### src/rtl/irq_agg_pkg.sv
package irq_agg_pkg;
  typedef enum logic {REG_MASK = 1'b0, REG_CLAIM = 1'b1} reg_sel_e;

  function automatic int unsigned id_width(int unsigned n_src);
    return $clog2(n_src + 1);
  endfunction
endpackage

### src/rtl/irq_agg_claim.sv
module irq_agg_claim #(
  parameter int unsigned NUM_SRC = 16,
  parameter int unsigned ID_W    = 5
) (
  input  logic               clk_i,
  input  logic               rst_ni,
  input  logic               set_i,
  input  logic [ID_W-1:0]    set_id_i,
  input  logic               rel_i,
  input  logic [ID_W-1:0]    rel_id_i,
  output logic [NUM_SRC-1:0] claimed_o
);
  logic [NUM_SRC-1:0] claimed_q, set_vec, rel_vec;

  // one-hot decode; ids outside 1..NUM_SRC match no bit
  always_comb begin
    set_vec = '0;
    rel_vec = '0;
    for (int i = 0; i < NUM_SRC; i++) begin
      if (set_i && set_id_i == ID_W'(i + 1)) set_vec[i] = 1'b1;
      if (rel_i && rel_id_i == ID_W'(i + 1) && claimed_q[i]) rel_vec[i] = 1'b1;
    end
  end

  always_ff @(posedge clk_i or negedge rst_ni) begin
    if (!rst_ni) claimed_q <= '0;
    else         claimed_q <= (claimed_q & ~rel_vec) | set_vec;
  end

  assign claimed_o = claimed_q;

  assert_set_sticks_R5: assert property (@(posedge clk_i) disable iff (!rst_ni)
    (set_i && set_id_i != '0) |=>
      |(claimed_q & (NUM_SRC'(1) << ($past(set_id_i) - ID_W'(1)))));

  assert_release_clears_R6: assert property (@(posedge clk_i) disable iff (!rst_ni)
    (rel_i && !set_i && rel_id_i != '0 && rel_id_i <= ID_W'(NUM_SRC)) |=>
      !(|(claimed_q & (NUM_SRC'(1) << ($past(rel_id_i) - ID_W'(1))))));

  assert_zero_release_ignored_R7: assert property (@(posedge clk_i) disable iff (!rst_ni)
    (rel_i && !set_i && rel_id_i == '0) |=> $stable(claimed_q));
endmodule

### src/rtl/irq_agg_target.sv
module irq_agg_target #(
  parameter int unsigned NUM_SRC = 16,
  parameter int unsigned ID_W    = 5
) (
  input  logic               clk_i,
  input  logic               rst_ni,
  input  logic               mask_we_i,
  input  logic [NUM_SRC-1:0] mask_wdata_i,
  input  logic [NUM_SRC-1:0] src_i,
  input  logic [NUM_SRC-1:0] claimed_i,
  output logic [NUM_SRC-1:0] mask_o,
  output logic [ID_W-1:0]    id_o,
  output logic               irq_o
);
  logic [NUM_SRC-1:0] mask_q, elig;

  always_ff @(posedge clk_i or negedge rst_ni) begin
    if (!rst_ni)        mask_q <= '0;
    else if (mask_we_i) mask_q <= mask_wdata_i;
  end

  assign elig = src_i & mask_q & ~claimed_i;

  // lowest index wins: scan downwards so the last hit is the smallest
  always_comb begin
    id_o = '0;
    for (int i = NUM_SRC - 1; i >= 0; i--) begin
      if (elig[i]) id_o = ID_W'(i + 1);
    end
  end

  assign irq_o  = |elig;
  assign mask_o = mask_q;

  assert_lowest_pick_R4: assert property (@(posedge clk_i) disable iff (!rst_ni)
    (id_o != '0) |->
      (|(elig & (NUM_SRC'(1) << (id_o - ID_W'(1))))) &&
      ((elig & ((NUM_SRC'(1) << (id_o - ID_W'(1))) - NUM_SRC'(1))) == '0));

  assert_mask_load_R2: assert property (@(posedge clk_i) disable iff (!rst_ni)
    mask_we_i |=> mask_q == $past(mask_wdata_i));

  assert_idle_no_id_R8: assert property (@(posedge clk_i) disable iff (!rst_ni)
    !irq_o |-> id_o == '0);
endmodule

### src/rtl/irq_claim_agg.sv
module irq_claim_agg
  import irq_agg_pkg::*;
#(
  parameter int unsigned NUM_PE       = 4,
  parameter int unsigned LINES_PER_PE = 4,
  parameter int unsigned NUM_TGT      = 4,
  parameter int unsigned DATA_W       = 32
) (
  input  logic                           clk_i,
  input  logic                           rst_ni,
  input  logic [NUM_PE*LINES_PER_PE-1:0] src_i,
  input  logic                           rd_en_i,
  input  logic                           wr_en_i,
  input  logic [$clog2(NUM_TGT):0]       addr_i,
  input  logic [DATA_W-1:0]              wdata_i,
  output logic [DATA_W-1:0]              rdata_o,
  output logic [NUM_TGT-1:0]             irq_o
);
  localparam int unsigned NUM_SRC = NUM_PE * LINES_PER_PE;
  localparam int unsigned ID_W    = id_width(NUM_SRC);
  localparam int unsigned TGT_W   = $clog2(NUM_TGT);

  logic [TGT_W-1:0]   tgt_idx;
  reg_sel_e           sel;
  logic [NUM_SRC-1:0] mask_vec [NUM_TGT];
  logic [ID_W-1:0]    id_vec   [NUM_TGT];
  logic [NUM_SRC-1:0] claimed;
  logic [DATA_W-1:0]  rd_mux, rdata_q;
  logic [ID_W-1:0]    sel_id;
  logic               tgt_hit, claim_rd, rel_wr;

  assign tgt_idx = addr_i[TGT_W:1];
  assign sel     = reg_sel_e'(addr_i[0]);

  always_comb begin
    rd_mux  = '0;
    sel_id  = '0;
    tgt_hit = 1'b0;
    for (int t = 0; t < NUM_TGT; t++) begin
      if (tgt_idx == TGT_W'(t)) begin
        tgt_hit = 1'b1;
        sel_id  = id_vec[t];
        rd_mux  = (sel == REG_MASK) ? DATA_W'(mask_vec[t]) : DATA_W'(id_vec[t]);
      end
    end
  end

  assign claim_rd = rd_en_i && sel == REG_CLAIM && tgt_hit;
  // values wider than an id are out of range and never release
  assign rel_wr   = wr_en_i && sel == REG_CLAIM && tgt_hit && ((wdata_i >> ID_W) == '0);

  for (genvar t = 0; t < NUM_TGT; t++) begin : g_tgt
    irq_agg_target #(.NUM_SRC(NUM_SRC), .ID_W(ID_W)) u_tgt (
      .clk_i        (clk_i),
      .rst_ni       (rst_ni),
      .mask_we_i    (wr_en_i && sel == REG_MASK && tgt_idx == TGT_W'(t)),
      .mask_wdata_i (wdata_i[NUM_SRC-1:0]),
      .src_i        (src_i),
      .claimed_i    (claimed),
      .mask_o       (mask_vec[t]),
      .id_o         (id_vec[t]),
      .irq_o        (irq_o[t])
    );
  end

  irq_agg_claim #(.NUM_SRC(NUM_SRC), .ID_W(ID_W)) u_claim (
    .clk_i     (clk_i),
    .rst_ni    (rst_ni),
    .set_i     (claim_rd && sel_id != '0),
    .set_id_i  (sel_id),
    .rel_i     (rel_wr),
    .rel_id_i  (wdata_i[ID_W-1:0]),
    .claimed_o (claimed)
  );

  always_ff @(posedge clk_i or negedge rst_ni) begin
    if (!rst_ni)      rdata_q <= '0;
    else if (rd_en_i) rdata_q <= tgt_hit ? rd_mux : '0;
  end

  assign rdata_o = rdata_q;

  assert_bus_exclusive_R10: assert property (@(posedge clk_i) disable iff (!rst_ni)
    !(rd_en_i && wr_en_i));

  assert_taken_not_offered_R5: assert property (@(posedge clk_i) disable iff (!rst_ni)
    (claim_rd && sel_id != '0) |->
      !(|(claimed & (NUM_SRC'(1) << (sel_id - ID_W'(1))))));
endmodule

### config.mk
export PLATFORM = sky130hd
export DESIGN_NAME = irq_claim_agg
export DESIGN_NICKNAME = d
export VERILOG_FILES = /design/src/rtl/irq_agg_pkg.sv /design/src/rtl/irq_agg_claim.sv /design/src/rtl/irq_agg_target.sv /design/src/rtl/irq_claim_agg.sv
export SDC_FILE = /design/constraint.sdc
export NUM_CORES = 1
export LEC_CHECK = 0
export BUFFER_PORTS_ARGS = -buffer_cell sky130_fd_sc_hd__buf_2
export CAP_MARGIN = 5
export CORE_MARGIN = 2
export CORE_UTILIZATION = 62
export DETAILED_ROUTE_END_ITERATION = 16
export GPL_TIMING_DRIVEN = 0
export PLACE_DENSITY = 0.86
export SYNTH_ARGS = -nofsm -noshare
export SYNTH_HDL_FRONTEND = slang
export SYNTH_HIERARCHICAL = 1
export SYNTH_SLANG_ARGS = --single-unit
### constraint.sdc
create_clock -name clk_i -period 5.2 [get_ports clk_i]
set_clock_uncertainty 0.05 [all_clocks]
set_input_delay 0.26 -clock clk_i [delete_from_list [all_inputs] [get_ports clk_i]]
set_output_delay 0.26 -clock clk_i [all_outputs]
set_load 0.1 [all_outputs]
; Word-level counts from Yosys, hierarchy flattened
; Cells that the tools add are included.
; Widths: inputs -> output; s select.
[classes]
shifts = 0
bitwise = 13
addsub = 0
magnitude_cmp = 0
mul = 0
div_mod_pow = 0
eq_ne = 35
n_reduce_logical = 66
muxes = 113
[ops]
columns = cell, n
row1 = $mux 5, 68
row2 = $and 16x16->16, 9
row3 = $mux 16, 7
row4 = $eq 5x4->1 const B, 16
row5 = $mux 32, 2
row6 = $reduce_or 16->1, 4
row7 = $logic_and 1x1->1, 59
row8 = $eq 5x3->1 const B, 8
row9 = $mux 1, 36
row10 = $logic_not 32->1, 1
row11 = $not 16->16, 2
row12 = $eq 5x2->1 const B, 4
row13 = $or 16x16->16, 1
row14 = $eq 5x1->1 const B, 2
row15 = $eq 5x5->1 const B, 2
row16 = $reduce_bool 5->1, 1
row17 = $eq 2x2->1 const B, 2
row18 = $eq 2x1->1 const B, 1
row19 = $logic_not 2->1, 1
row20 = $not 1->1, 1
[totals]
n_memories = 0
ramBits = 0
in_bits = 55
romBits = 0
regBits = 112
latchBits = 0
elab_cells = 233

; Depth between registers and ports, before layout
[depth]
depth_word = 27
mapped_depth = 11

; Modules after synthesis
; Netlist, hierarchy kept.
[modules_own_cells]
columns = mod, seq_area_each_um2, area_each_um2, n_inst, cells_per_inst
row1 = irq_agg_target, 400.4, 914.6, 4, 84
row2 = irq_claim_agg, 400.4, 1467.7, 1, 133
row3 = irq_agg_claim, 400.4, 748.2, 1, 74

; Worst setup path before layout
; Ideal clock, no wire load.
[synth_path]
path_kind = flip-flop to flip-flop
from = reg g_tgt[3].u_tgt.mask_q[14]
to = reg u_claim.claimed_q[11], in the netlist u_claim/claimed_o[11]
arrival_ps = 2498
stages_incl_launch_ff = 12
setup_ps = 132
setup_slack_ps = 2519
synth_period_minus_slack_ps = 2681
cell_sequence = dfrtp_1 > and3b_2 > nor2b_4 > nor3_1 > o21ai_0 > a31oi_1 > mux4_2 > or3_1 > o311a_1 > nor2b_1 > nand3_1 > o31ai_1
[synth_rtl]
columns = element, line
row1 = from (decl), irq_agg_target.sv:15  ; logic [NUM_SRC-1:0] mask_q, elig;
row2 = from (signal assigned), irq_agg_target.sv:19  ; else if (mask_we_i) mask_q <= mask_wdata_i;
row3 = to (signal assigned), irq_agg_claim.sv:27  ; else claimed_q <= (claimed_q & ~rel_vec) | set_vec;
row4 = to (decl), irq_agg_claim.sv:13  ; logic [NUM_SRC-1:0] claimed_q, set_vec, rel_vec;

==> metrics list <==
* Number of vias per cell: about 6.4
* Highest Clock Rate: slightly below 300 MHz
- Net Switching: about 1400 µW
- LEAKAGE: a little over 0.003 µW
* Slew Limit Fails: 0
- Starting DRC count in detailed routing: 401
- Reg-to-Reg Start: u_claim/claimed_o[10]
* P_int: 1741 µW
- #FFs+latches synth: 96
- In this run the horizontal extent of the chip is just over 100 µm.
- Pin count of the biggest net entering global routing: 54
- The share of total power dissipated in combinational logic is a little under half.
* Die outline area: approximately 10000 µm²
- Setup crit start kind: register
* Number of max-capacitance violations reported: 0
- Sorting the synthesized cells by area gives the leading types as dfrtp_1 (41%), mux2_2 (12%), mux4_2 (8.1%), nand3b_1 (6.4%), buf_4 (2.6%).
* Maximum vdd ir drop: 0.0002615 V
* Total Power: a little over 3000 µW
- Predominant post-synthesis flop cell: dfrtp_1
- TritonCTS Buffers: 9
- Buffers plus inverters on the worst setup path: 0
- The floorplan has 35 rows.
- In this run the worst hold path is classified as input port to register.
* Wire length of the first global-routing pass: between 20000 and 30000 µm
- The cell family contributing the most delay on the critical path is simple AND/OR/NAND/NOR gates.
* Post-route worst setup slack: approximately 1800 ps
* Clock network fraction of design power: between 10% and 20%
* Cell area after placement: approximately 6500 µm²
- Timing analysis after detailed placement gives a worst setup slack of between 1500 and 2000 ps.
- From bottom edge to top edge, the die measures just over 100 µm.
- Of the total power, the share spent switching nets is between 40% and 50%.
- The critical path ends at u_claim/claimed_o[2].
- The setup path with the least slack is of type register to register.
* R2r setup slk: ~1800 ps
- The finished cells cover roughly 6700 µm².
* Clk Latency, worst-skew pair: 360 ps
* Endpoints failing hold: 0
* Remaining design rule violation count: 0
* Cell with the biggest individual delay on the critical path: mux4_2
* Number of input and output port buffers inserted: 72
- The worst path needs 3364 ps of the cycle, external delays included.
- Relative to the synthesized area, the layout overhead comes to 13.53%.
* Fill cell total of the finished layout: 693
* RSZ-0062 raised after global routing: no
- Launch point of the critical path: u_claim/claimed_o[10]
- CTS Root Cell: clkbuf_8
- Count of distinct cell types in the synthesized netlist: 48
* Layout Utilization: just over 70%
- In this run the count of I/O pins placed on the die edge is between 90 and 100.
* Worst-path maximum fanout: 10
- Crit. End Element: register
- Most numerous cell on the critical path: nand3b_1
- Detailed placement ended at an HPWL of 13120 µm.
- Gate count after technology mapping: 543
* Initial standard-cell utilization of the core: a little under two thirds
- Mean routed wirelength per cell: roughly 23 µm
- Global routing finished with a remaining overflow of 0.
- At the end of the flow, the number of nets in the layout was approximately 700.
* Worst slew margin relative to its limit: 37.50%
- Number of flops mapped to enable cells by yosys: 0
- Summing all flip-flop and latch instances after layout gives about 2400 µm².
- The number of global-route vias before repair was between 4000 and 5000.
* Reg-to-reg endpoint: u_claim/claimed_o[2]
- Area inside the core boundary: ~9200 µm²
- Data arrives at the worst endpoint at about 3600 ps.
- Synthesis Warnings: 6
* H-tree Lvls: 3
- Summing over every cut layer, the via total after detailed routing is 4868.
- Cells with a size suffix above 1 make up roughly a third of the layout.
- The multi-input combinational cells in the finished layout cover a total of ~3200 µm².
- Final weighted congestion in routability-driven placement: ~0.95
- The mapped netlist covers just under 6000 µm².
- CP Cell Sequence: nand3b_1 > nand2_1 > nand3b_1 > o21ai_0 > a31oi_1 > mux4_2 > or3_1 > o311a_1 > nor2b_1 > nand3_1 > o21ai_1
- Reg clk slew, reported paths: about 100 ps
- Instance count on the critical path: 11
- Maximum clock path buffer count: 2
* Total setup violations reported at the end of the flow: 0
- GRT Total Usage: about a third
- In this run, post-CTS repair resized a total of 0 instances.
* Worst endpoint required time: 5390 ps
* Sequential share of the synthesized area: 40.89%
* Power density relative to cell area: 467.5 nW/µm²
* Status: finished clean
- In this run the mean area of a mapped cell was about 11 µm².
- Summed over all failing endpoints, the final setup total negative slack is 0 ps.
* Register-to-Register Path Depth: 11
- Fraction of synthesized cell area taken by the top area cell type: approximately two fifths
- Sinks on Clock Net: 96
* Share of the clock period used by the worst path: about two thirds
- The routed design has 17150 µm of wire.
- For this run, the slowest stage of the critical path takes 610 ps.
* Share of power burned in registers: 36.6%
* Drt first pass iters: 6
- Number of diodes added for antenna fixing: 0
- Library cell occupying the most area in the post-synthesis netlist: dfrtp_1
* ANT nets after route: 0
- TritonCTS clock tree: done
- Initial antenna violation count: 0
* Actual slew at the worst max-slew pin: between 900 and 1000 ps
- Async set or reset register ratio after synthesis: 100.0%
==> layout make-up <==
cell class / count / share of cell area, %
multi-input combinational: 402 / 48.20
sequential: 96 / 36.02
timing repair buffer: 74 / 6.004
buffer: 34 / 3.246
clock buffer: 12 / 2.176
tap: 111 / 2.083
inverter: 26 / 1.463
clock inverter: 4 / 0.8068
==> kinds of logic (layout without fill, tap and decap cells) <==
kind of cell / count (synthesis) / after routing / synth area share [%]
buffers and inverters: 60 / 150 / 5.346
other: 1 / 16 / 0.06384
AND/OR/NAND/NOR: 202 / 202 / 22.09
multiplexers: 92 / 92 / 22.07
flip-flops: 96 / 96 / 40.89
AO/OA/AOI/OAI: 92 / 92 / 9.542
==> sequential cells by signal, summed over array words and instances (netlist names) <==
name,cells
g_tgt.u_tgt/mask_o,64
u_claim/claimed_o,16
rdata_o,16
==> worst min path at each step <==
| stage | from | endpoint | slack, ps | cells past startpoint |
|---|---|---|---|---|
| floorplan | rst_ni | g_tgt[0].u_tgt/mask_o[0] | -90 | 0 |
| global placement | g_tgt[2].u_tgt/mask_o[14] | g_tgt[2].u_tgt/mask_o[14] | 460 | 1 |
| detailed placement | rst_ni | g_tgt[0].u_tgt/mask_o[13] | 250 | 1 |
| CTS | wdata_i[6] | g_tgt[1].u_tgt/mask_o[6] | 120 | 2 |
| global route | wdata_i[13] | g_tgt[1].u_tgt/mask_o[13] | 120 | 2 |
| finish | wdata_i[6] | g_tgt[1].u_tgt/mask_o[6] | 140 | 2 |
==> layout by cell type (no fill, tap or decap), types with 4 or more instances in the layout <==
cell       instances
clkbuf_8          10
dfrtp_1           96
and4_1             4
and3_1             4
nor2b_4            4
and3b_1            4
buf_4             21
a21oi_2            4
o31ai_1            5
o21ai_0           19
conb_1            16
o2111ai_1          4
buf_2             76
inv_1             26
nand3_1            7
a31oi_1            8
nor2_1            37
nor2b_1            5
o22ai_1           11
a211o_1            4
nor4_1             6
mux4_2            21
a21oi_1           13
nor3_1             6
mux2i_1            5
nand3b_1          50
nand3b_4           4
mux2_2            64
and3_2             4
and3b_2            4
o21ai_1           18
nand2b_1          16
o211ai_1           4
nand2_1           33
clkbuf_1          10
==> power groups by stage <==
stage	combinational, µW	sequential, µW	clock (µW)
floorplan	940	1260	0
global placement	1420	1130	0
detailed placement	1440	1150	0
CTS	1450	1130	510
global route	1560	1170	540
finish	1470	1140	503
==> routing by layer <==
metal  wire length (µm)  track usage, %  vias up  part of all wire [%]
met3               1110           5.383       34                   6.5
met4                446           10.40        0                   2.6
met2               8345           57.00      240                    49
met1               7244           48.67     2406                    42
li1                   -               -     2188                     -
met5                  0               0        -                     0
==> synth_stat cells (8+ instances only) <==
library cell,instances
nand2b_1,16
buf_4,20
dfrtp_1,96
a31oi_1,8
a21oi_1,13
mux4_2,21
clkbuf_1,8
mux2_2,64
o21ai_1,18
inv_1,26
nor2_1,37
o22ai_1,11
nand2_1,33
nand3b_1,50
o21ai_0,19
==> worst reg2reg max path, stage by stage, from the launching register on <==
cell      delay (ps)
dfrtp_1          500
nand3b_1         190
nand2_1          100
nand3b_1         180
o21ai_0          330
a31oi_1          170
mux4_2           610
or3_1            340
o311a_1          320
nor2b_1          190
nand3_1          180
o21ai_1          100
==> through the flow <==
step | hold WS, ps | instances
after floorplan | -85.59 | 558
after global placement | 457.0 | 741
after detailed placement | 248.5 | 742
after CTS | 119.7 | 759
after global routing | 122.1 | 759
final | 135.1 | 759
==> what timing repair did <==
action                     CTS  global route
hold endpoints to repair    43             0
setup endpoints to repair    0             0
setup buffers                0             0
hold buffers                 1             0
(Power assumes the default switching activity.)
